**src/rtl/cmdq_pkg.sv**
```systemverilog
package cmdq_pkg;
  localparam int unsigned WORD_W     = 32;
  localparam int unsigned FREE_W     = 12;
  localparam int unsigned BIT_FBBSY  = 24;
  localparam int unsigned BIT_RPBSY  = 25;
  localparam int unsigned BIT_RDERR  = 30;
  localparam int unsigned BIT_OVFL   = 31;
  localparam int unsigned NUM_ERR    = 2;
  // index into the sticky flag vector
  localparam int unsigned ERR_RD     = 0;
  localparam int unsigned ERR_OVF    = 1;
endpackage

```
**src/rtl/cmdq_fifo.sv**
```systemverilog
module cmdq_fifo #(
  parameter int unsigned WIDTH = 40,
  parameter int unsigned DEPTH = 16,
  localparam int unsigned AW    = (DEPTH > 1) ? $clog2(DEPTH) : 1,
  localparam int unsigned CNT_W = $clog2(DEPTH + 1)
) (
  input  logic             clk_i,
  input  logic             rst_ni,
  input  logic             push_i,
  input  logic [WIDTH-1:0] wdata_i,
  input  logic             pop_i,
  output logic [WIDTH-1:0] rdata_o,
  output logic [CNT_W-1:0] count_o,
  output logic             full_o,
  output logic             empty_o
);
  logic [WIDTH-1:0] mem_q [DEPTH];
  logic [AW-1:0]    wr_ptr_q, rd_ptr_q;
  logic [CNT_W-1:0] cnt_q;

  function automatic logic [AW-1:0] ptr_inc(input logic [AW-1:0] p);
    return (p == AW'(DEPTH - 1)) ? '0 : p + AW'(1);
  endfunction

  always_ff @(posedge clk_i) begin
    if (push_i) mem_q[wr_ptr_q] <= wdata_i;
  end

  always_ff @(posedge clk_i or negedge rst_ni) begin
    if (!rst_ni) begin
      wr_ptr_q <= '0;
      rd_ptr_q <= '0;
      cnt_q    <= '0;
    end else begin
      if (push_i) wr_ptr_q <= ptr_inc(wr_ptr_q);
      if (pop_i)  rd_ptr_q <= ptr_inc(rd_ptr_q);
      unique case ({push_i, pop_i})
        2'b10:   cnt_q <= cnt_q + CNT_W'(1);
        2'b01:   cnt_q <= cnt_q - CNT_W'(1);
        default: cnt_q <= cnt_q;
      endcase
    end
  end

  assign rdata_o = mem_q[rd_ptr_q];
  assign count_o = cnt_q;
  assign full_o  = (cnt_q == CNT_W'(DEPTH));
  assign empty_o = (cnt_q == '0);
endmodule

```
**src/rtl/cmdq_sticky_w1c.sv**
```systemverilog
module cmdq_sticky_w1c #(
  parameter int unsigned N = 2
) (
  input  logic         clk_i,
  input  logic         rst_ni,
  input  logic [N-1:0] set_i,
  input  logic [N-1:0] clr_i,
  output logic [N-1:0] q_o
);
  for (genvar i = 0; i < N; i++) begin : g_flag
    logic q;
    always_ff @(posedge clk_i or negedge rst_ni) begin
      if (!rst_ni)       q <= 1'b0;
      else if (set_i[i]) q <= 1'b1;  // a fresh error outranks a clear
      else if (clr_i[i]) q <= 1'b0;
    end
    assign q_o[i] = q;
  end
endmodule

```
**src/rtl/cmd_fifo_status.sv**
```systemverilog
module cmd_fifo_status
  import cmdq_pkg::*;
#(
  parameter int unsigned          DEPTH       = 16,
  parameter int unsigned          ADDR_W      = 8,
  parameter logic [ADDR_W-1:0]    STATUS_ADDR = 8'hFC,
  localparam int unsigned         ENT_W       = ADDR_W + WORD_W,
  localparam int unsigned         CNT_W       = $clog2(DEPTH + 1)
) (
  input  logic              clk_i,
  input  logic              rst_ni,
  input  logic              host_wr_i,
  input  logic              host_rd_i,
  input  logic [ADDR_W-1:0] host_addr_i,
  input  logic [WORD_W-1:0] host_wdata_i,
  output logic [WORD_W-1:0] host_rdata_o,
  output logic              cmd_valid_o,
  input  logic              cmd_ready_i,
  output logic [ADDR_W-1:0] cmd_addr_o,
  output logic [WORD_W-1:0] cmd_data_o,
  input  logic              raster_busy_i,
  input  logic              fb_busy_i
);
  logic              is_status;
  logic              push_en, pop_en, wr_cmd, rd_cmd;
  logic              full, empty;
  logic [CNT_W-1:0]  used;
  logic [ENT_W-1:0]  head;
  logic [NUM_ERR-1:0] err_set, err_clr, err_q;
  logic [FREE_W-1:0] free_cnt;
  logic [WORD_W-1:0] status_w, rdata_q;

  assign is_status = (host_addr_i == STATUS_ADDR);
  assign wr_cmd    = host_wr_i & ~is_status;
  assign rd_cmd    = host_rd_i & ~is_status;
  assign push_en   = wr_cmd & ~full;
  assign pop_en    = cmd_valid_o & cmd_ready_i;

  cmdq_fifo #(.WIDTH(ENT_W), .DEPTH(DEPTH)) u_fifo (
    .clk_i   (clk_i),
    .rst_ni  (rst_ni),
    .push_i  (push_en),
    .wdata_i ({host_addr_i, host_wdata_i}),
    .pop_i   (pop_en),
    .rdata_o (head),
    .count_o (used),
    .full_o  (full),
    .empty_o (empty)
  );

  assign cmd_valid_o = ~empty;
  assign cmd_addr_o  = head[ENT_W-1:WORD_W];
  assign cmd_data_o  = head[WORD_W-1:0];

  always_comb begin
    err_set          = '0;
    err_set[ERR_RD]  = rd_cmd;
    err_set[ERR_OVF] = wr_cmd & full;
    err_clr          = '0;
    err_clr[ERR_RD]  = host_wr_i & is_status & host_wdata_i[BIT_RDERR];
    err_clr[ERR_OVF] = host_wr_i & is_status & host_wdata_i[BIT_OVFL];
  end

  cmdq_sticky_w1c #(.N(NUM_ERR)) u_err (
    .clk_i  (clk_i),
    .rst_ni (rst_ni),
    .set_i  (err_set),
    .clr_i  (err_clr),
    .q_o    (err_q)
  );

  assign free_cnt = FREE_W'(DEPTH) - FREE_W'(used);

  always_comb begin
    status_w            = '0;
    status_w[FREE_W-1:0] = free_cnt;
    status_w[BIT_FBBSY] = fb_busy_i;
    status_w[BIT_RPBSY] = raster_busy_i | ~empty;  // queued work counts as raster activity
    status_w[BIT_RDERR] = err_q[ERR_RD];
    status_w[BIT_OVFL]  = err_q[ERR_OVF];
  end

  always_ff @(posedge clk_i or negedge rst_ni) begin
    if (!rst_ni)        rdata_q <= '0;
    else if (host_rd_i) rdata_q <= is_status ? status_w : '0;
  end

  assign host_rdata_o = rdata_q;
endmodule

```
**config.mk**
```make
export PLATFORM = sky130hd
export DESIGN_NAME = cmd_fifo_status
export DESIGN_NICKNAME = d
export VERILOG_FILES = /design/src/rtl/cmdq_pkg.sv /design/src/rtl/cmdq_fifo.sv /design/src/rtl/cmdq_sticky_w1c.sv /design/src/rtl/cmd_fifo_status.sv
export SDC_FILE = /design/constraint.sdc
export NUM_CORES = 1
export LEC_CHECK = 0
export CAP_MARGIN = 20
export CORE_UTILIZATION = 60
export CTS_CLUSTER_DIAMETER = 30
export DETAILED_ROUTE_END_ITERATION = 12
export PLACE_DENSITY = 0.8
export SLEW_MARGIN = 20
export SYNTH_ARGS = -nofsm -noshare
export SYNTH_HDL_FRONTEND = slang
export SYNTH_SLANG_ARGS = --single-unit
```
**constraint.sdc**
```tcl
create_clock -name clk_i -period 9.4 [get_ports clk_i]
set_clock_uncertainty 0.05 [all_clocks]
set_input_delay 0.94 -clock clk_i [delete_from_list [all_inputs] [get_ports clk_i]]
set_output_delay 0.94 -clock clk_i [all_outputs]
set_load 0.05 [all_outputs]
```
==> impl_metrics.csv <==
group,metric,value,unit
die,row_count,75,
grt,antenna_found_initial,0,
die,die_w,208,µm
layout,nets,1399,
route,drc_errors,0,
sta,rsz0062_at_grt,"false",
grt,grt_pass1_vias,14200,
layout,fill_cells,2132,
sta,finalSetupTns,0,ns
sta,fmax,198,MHz
route,vias_per_cell,6.75,
grt,track_usage,29.8,%
yosys,synth-main-ff-cell,"edfxtp_1",
worst_setup_path,critical_path_arrival,4.06,ns
layout,layout_commonest_cell,"edfxtp_1",
layout,antenna_cells,0,
layout,final-seq-area,19900,µm²
clocking,clockBufferDepth,3,
grt,grt_max_degree,94,
clocking,postCtsHoldBufs,0,
die,pin_count,120,
layout,multi_input_area,5280,µm²
clocking,cts_tree,"built",
yosys,synth_edf_count,640,
yosys,synth_seq_cells,665,
die,initial_core_util,60.9,%
place,dpl.hpwl,26.9,mm
grt,grt_overflow_total,0,
clocking,cts_setup_buffers,0,
grt,grt_pass1_wl,92.4,mm
clocking,htree_levels,3,
layout,mostFrequentLayoutCells,"640 x edfxtp_1, 160 x mux4_2, 115 x clkbuf_16",
die,die_y,208,µm
clocking,clock_latency,0.64,ns
worst_setup_path,setup.worst_path.start_class,"register",
worst_setup_path,worstSetupPathType,"register to primary output",
yosys,syn-instance-count,1166,
sta,hold_ws,0.472,ns
worst_setup_path,critPathRequiredTime,8.41,ns
clocking,cts_buffers,111,
sta,finalHoldViolations,0,
route,ant_nets,0,
pwr,peakVddDrop,0.223,mV
clocking,path_clk_slew,0.06,ns
route,wl_per_cell,31.6,µm
yosys,synthArstFlopShare,3.76,%
flow_run,cap_violations,0,
clocking,root_buffer,"clkbuf_16",
pwr,cellLeakagePower,10.2,nW
route,wl,62.5,mm
die,dieArea,43400,µm²
clocking,clock_sinks,665,
run_status,status,"completed",
yosys,ys_warn_count,0,
sta,fin_crit_sh,53.7,%
worst_setup_path,worstPathMaxFanout,71,
route,initialDrtViolationCount,1692,
hold_path,hold_path_class,"register to register",
yosys,seq_area_frac_synth,77.7,%
sta,maxSlewHeadroom,29.7,%
layout,postLayoutCoreUtil,73.9,%
route,drtPass1Iterations,6,
yosys,postSynthAreaPerCell,21.9,µm²
worst_setup_path,endpoint_kind,"primary output",
place,numPortBuffers,103,
yosys,yosysUniqueCellTypes,40,
layout,area_delta_synth_final,21.4,%
route,num_vias,13300,
sta,worst_pin_slew,1.05,ns
die,core-area,41900,µm²
sta,slew_violations,0,
sta,layout_min_cycle_time,5.05,ns
layout,layout-drive-gt1-share,27.8,%
pwr,power-per-cell-area,352,nW/µm²
yosys,synth_area,25500,µm²
clocking,cts_resized,0,
place,place_congestion,0.757,
sta,setup_viol,0,
-- worst max-delay path, cell delays in order, from the launching register on --
cell	delay (ns)
dfrtp_4	0.88
buf_4	0.93
mux4_2	0.45
a22oi_1	0.25
nand2_1	0.15
clkdlybuf4s50_1	0.73
-- layout make-up --
type	count	area share, %
clock buffers	132	9.52
clock inverters	78	2.97
inverters	18	0.218
multi-input cells	413	17.0
flip-flops and latches	665	64.0
well taps	539	2.18
repair buffers	131	4.04
-- metrics by stage --
stage	worst slack, ns	total power (W)	cells	area [µm²]
6_report	4.35	0.0109	1976	31000
5_1_grt	4.18	0.0112	1976	31000
4_1_cts	4.27	0.0110	1976	31000
3_5_place_dp	4.49	0.00670	1766	27100
3_3_place_gp	4.73	0.00664	1766	27100
2_1_floorplan	2.85	0.00580	1181	25600
-- Yosys cell counts, types with 3 or more instances --
cell / instances / share of area, %
edfxtp_1: 640 / 75
buf_1: 3 / 0.044
buf_2: 18 / 0.35
mux4_2: 160 / 14
buf_4: 31 / 0.91
nor2b_1: 4 / 0.098
a22oi_1: 80 / 2.4
dfrtp_1: 25 / 2.5
xnor2_1: 6 / 0.21
nand3_1: 11 / 0.22
nand4_1: 3 / 0.074
and3_1: 8 / 0.20
xor2_1: 3 / 0.10
nor4b_1: 4 / 0.14
and4_1: 5 / 0.17
o21ai_0: 14 / 0.27
nand2_1: 55 / 0.81
clkbuf_1: 33 / 0.49
inv_1: 18 / 0.26
a21oi_1: 4 / 0.078
nor2_1: 4 / 0.059
ha_1: 12 / 0.59
-- per-layer routing --
metal	routed length [µm]	global-route usage, %	vias up
met1	22500	39.8	6852
met3	6590	5.78	150
met2	31300	48.6	1084
met4	2080	12.9	0
li1	-	-	5254
met5	0	0	-
-- registers in the layout (all words and copies together) (netlist names) --
name             count
host_rdata_o        10
u_fifo.rd_ptr_q      4
u_fifo.mem_q       640
u_fifo.wr_ptr_q      4
u_fifo.count_o       5
u_err.g_flag.q       2
-- logic make-up after synthesis --
logic type | after synthesis | synth area share [%]
DFF | 665 | 77.7
buffers and inverters | 103 | 2.06
xor gates and xnor gates | 9 | 0.309
AOI/OAI and AO/OA | 112 | 3.11
adders and majority gates | 12 | 0.588
and+or+nand+nor | 103 | 2.05
muxes | 161 | 14.2
other | 1 | 0.0147
-- power breakdown --
part / switching [W] / internal, W
clock network: 0.00150 / 0.00266
registers: 0.000209 / 0.00355
logic: 0.00184 / 0.00115
-- worst paths after layout --
path / slack [ns] / cells after the start / endpoint / startpoint
worst max-delay path: 4.35 / 5 / cmd_data_o[4] / u_fifo.rd_ptr_q[1]$_DFFE_PN0P_
max in group asynchronous: 8.36 / 2 / u_fifo.rd_ptr_q[1]$_DFFE_PN0P_ / rst_ni
worst max register to register: 4.98 / 14 / u_fifo.count_o[4]$_DFFE_PN0P_ / u_fifo.count_o[1]$_DFFE_PN0P_
min in group asynchronous: 0.63 / 2 / host_rdata_o[2]$_DFFE_PN0P_ / rst_ni
worst min-delay path: 0.47 / 2 / host_rdata_o[25]$_DFFE_PN0P_ / host_rdata_o[25]$_DFFE_PN0P_
worst min register to register: 0.47 / 2 / host_rdata_o[25]$_DFFE_PN0P_ / host_rdata_o[25]$_DFFE_PN0P_
Note: power is estimated with default switching activity, not from simulation.
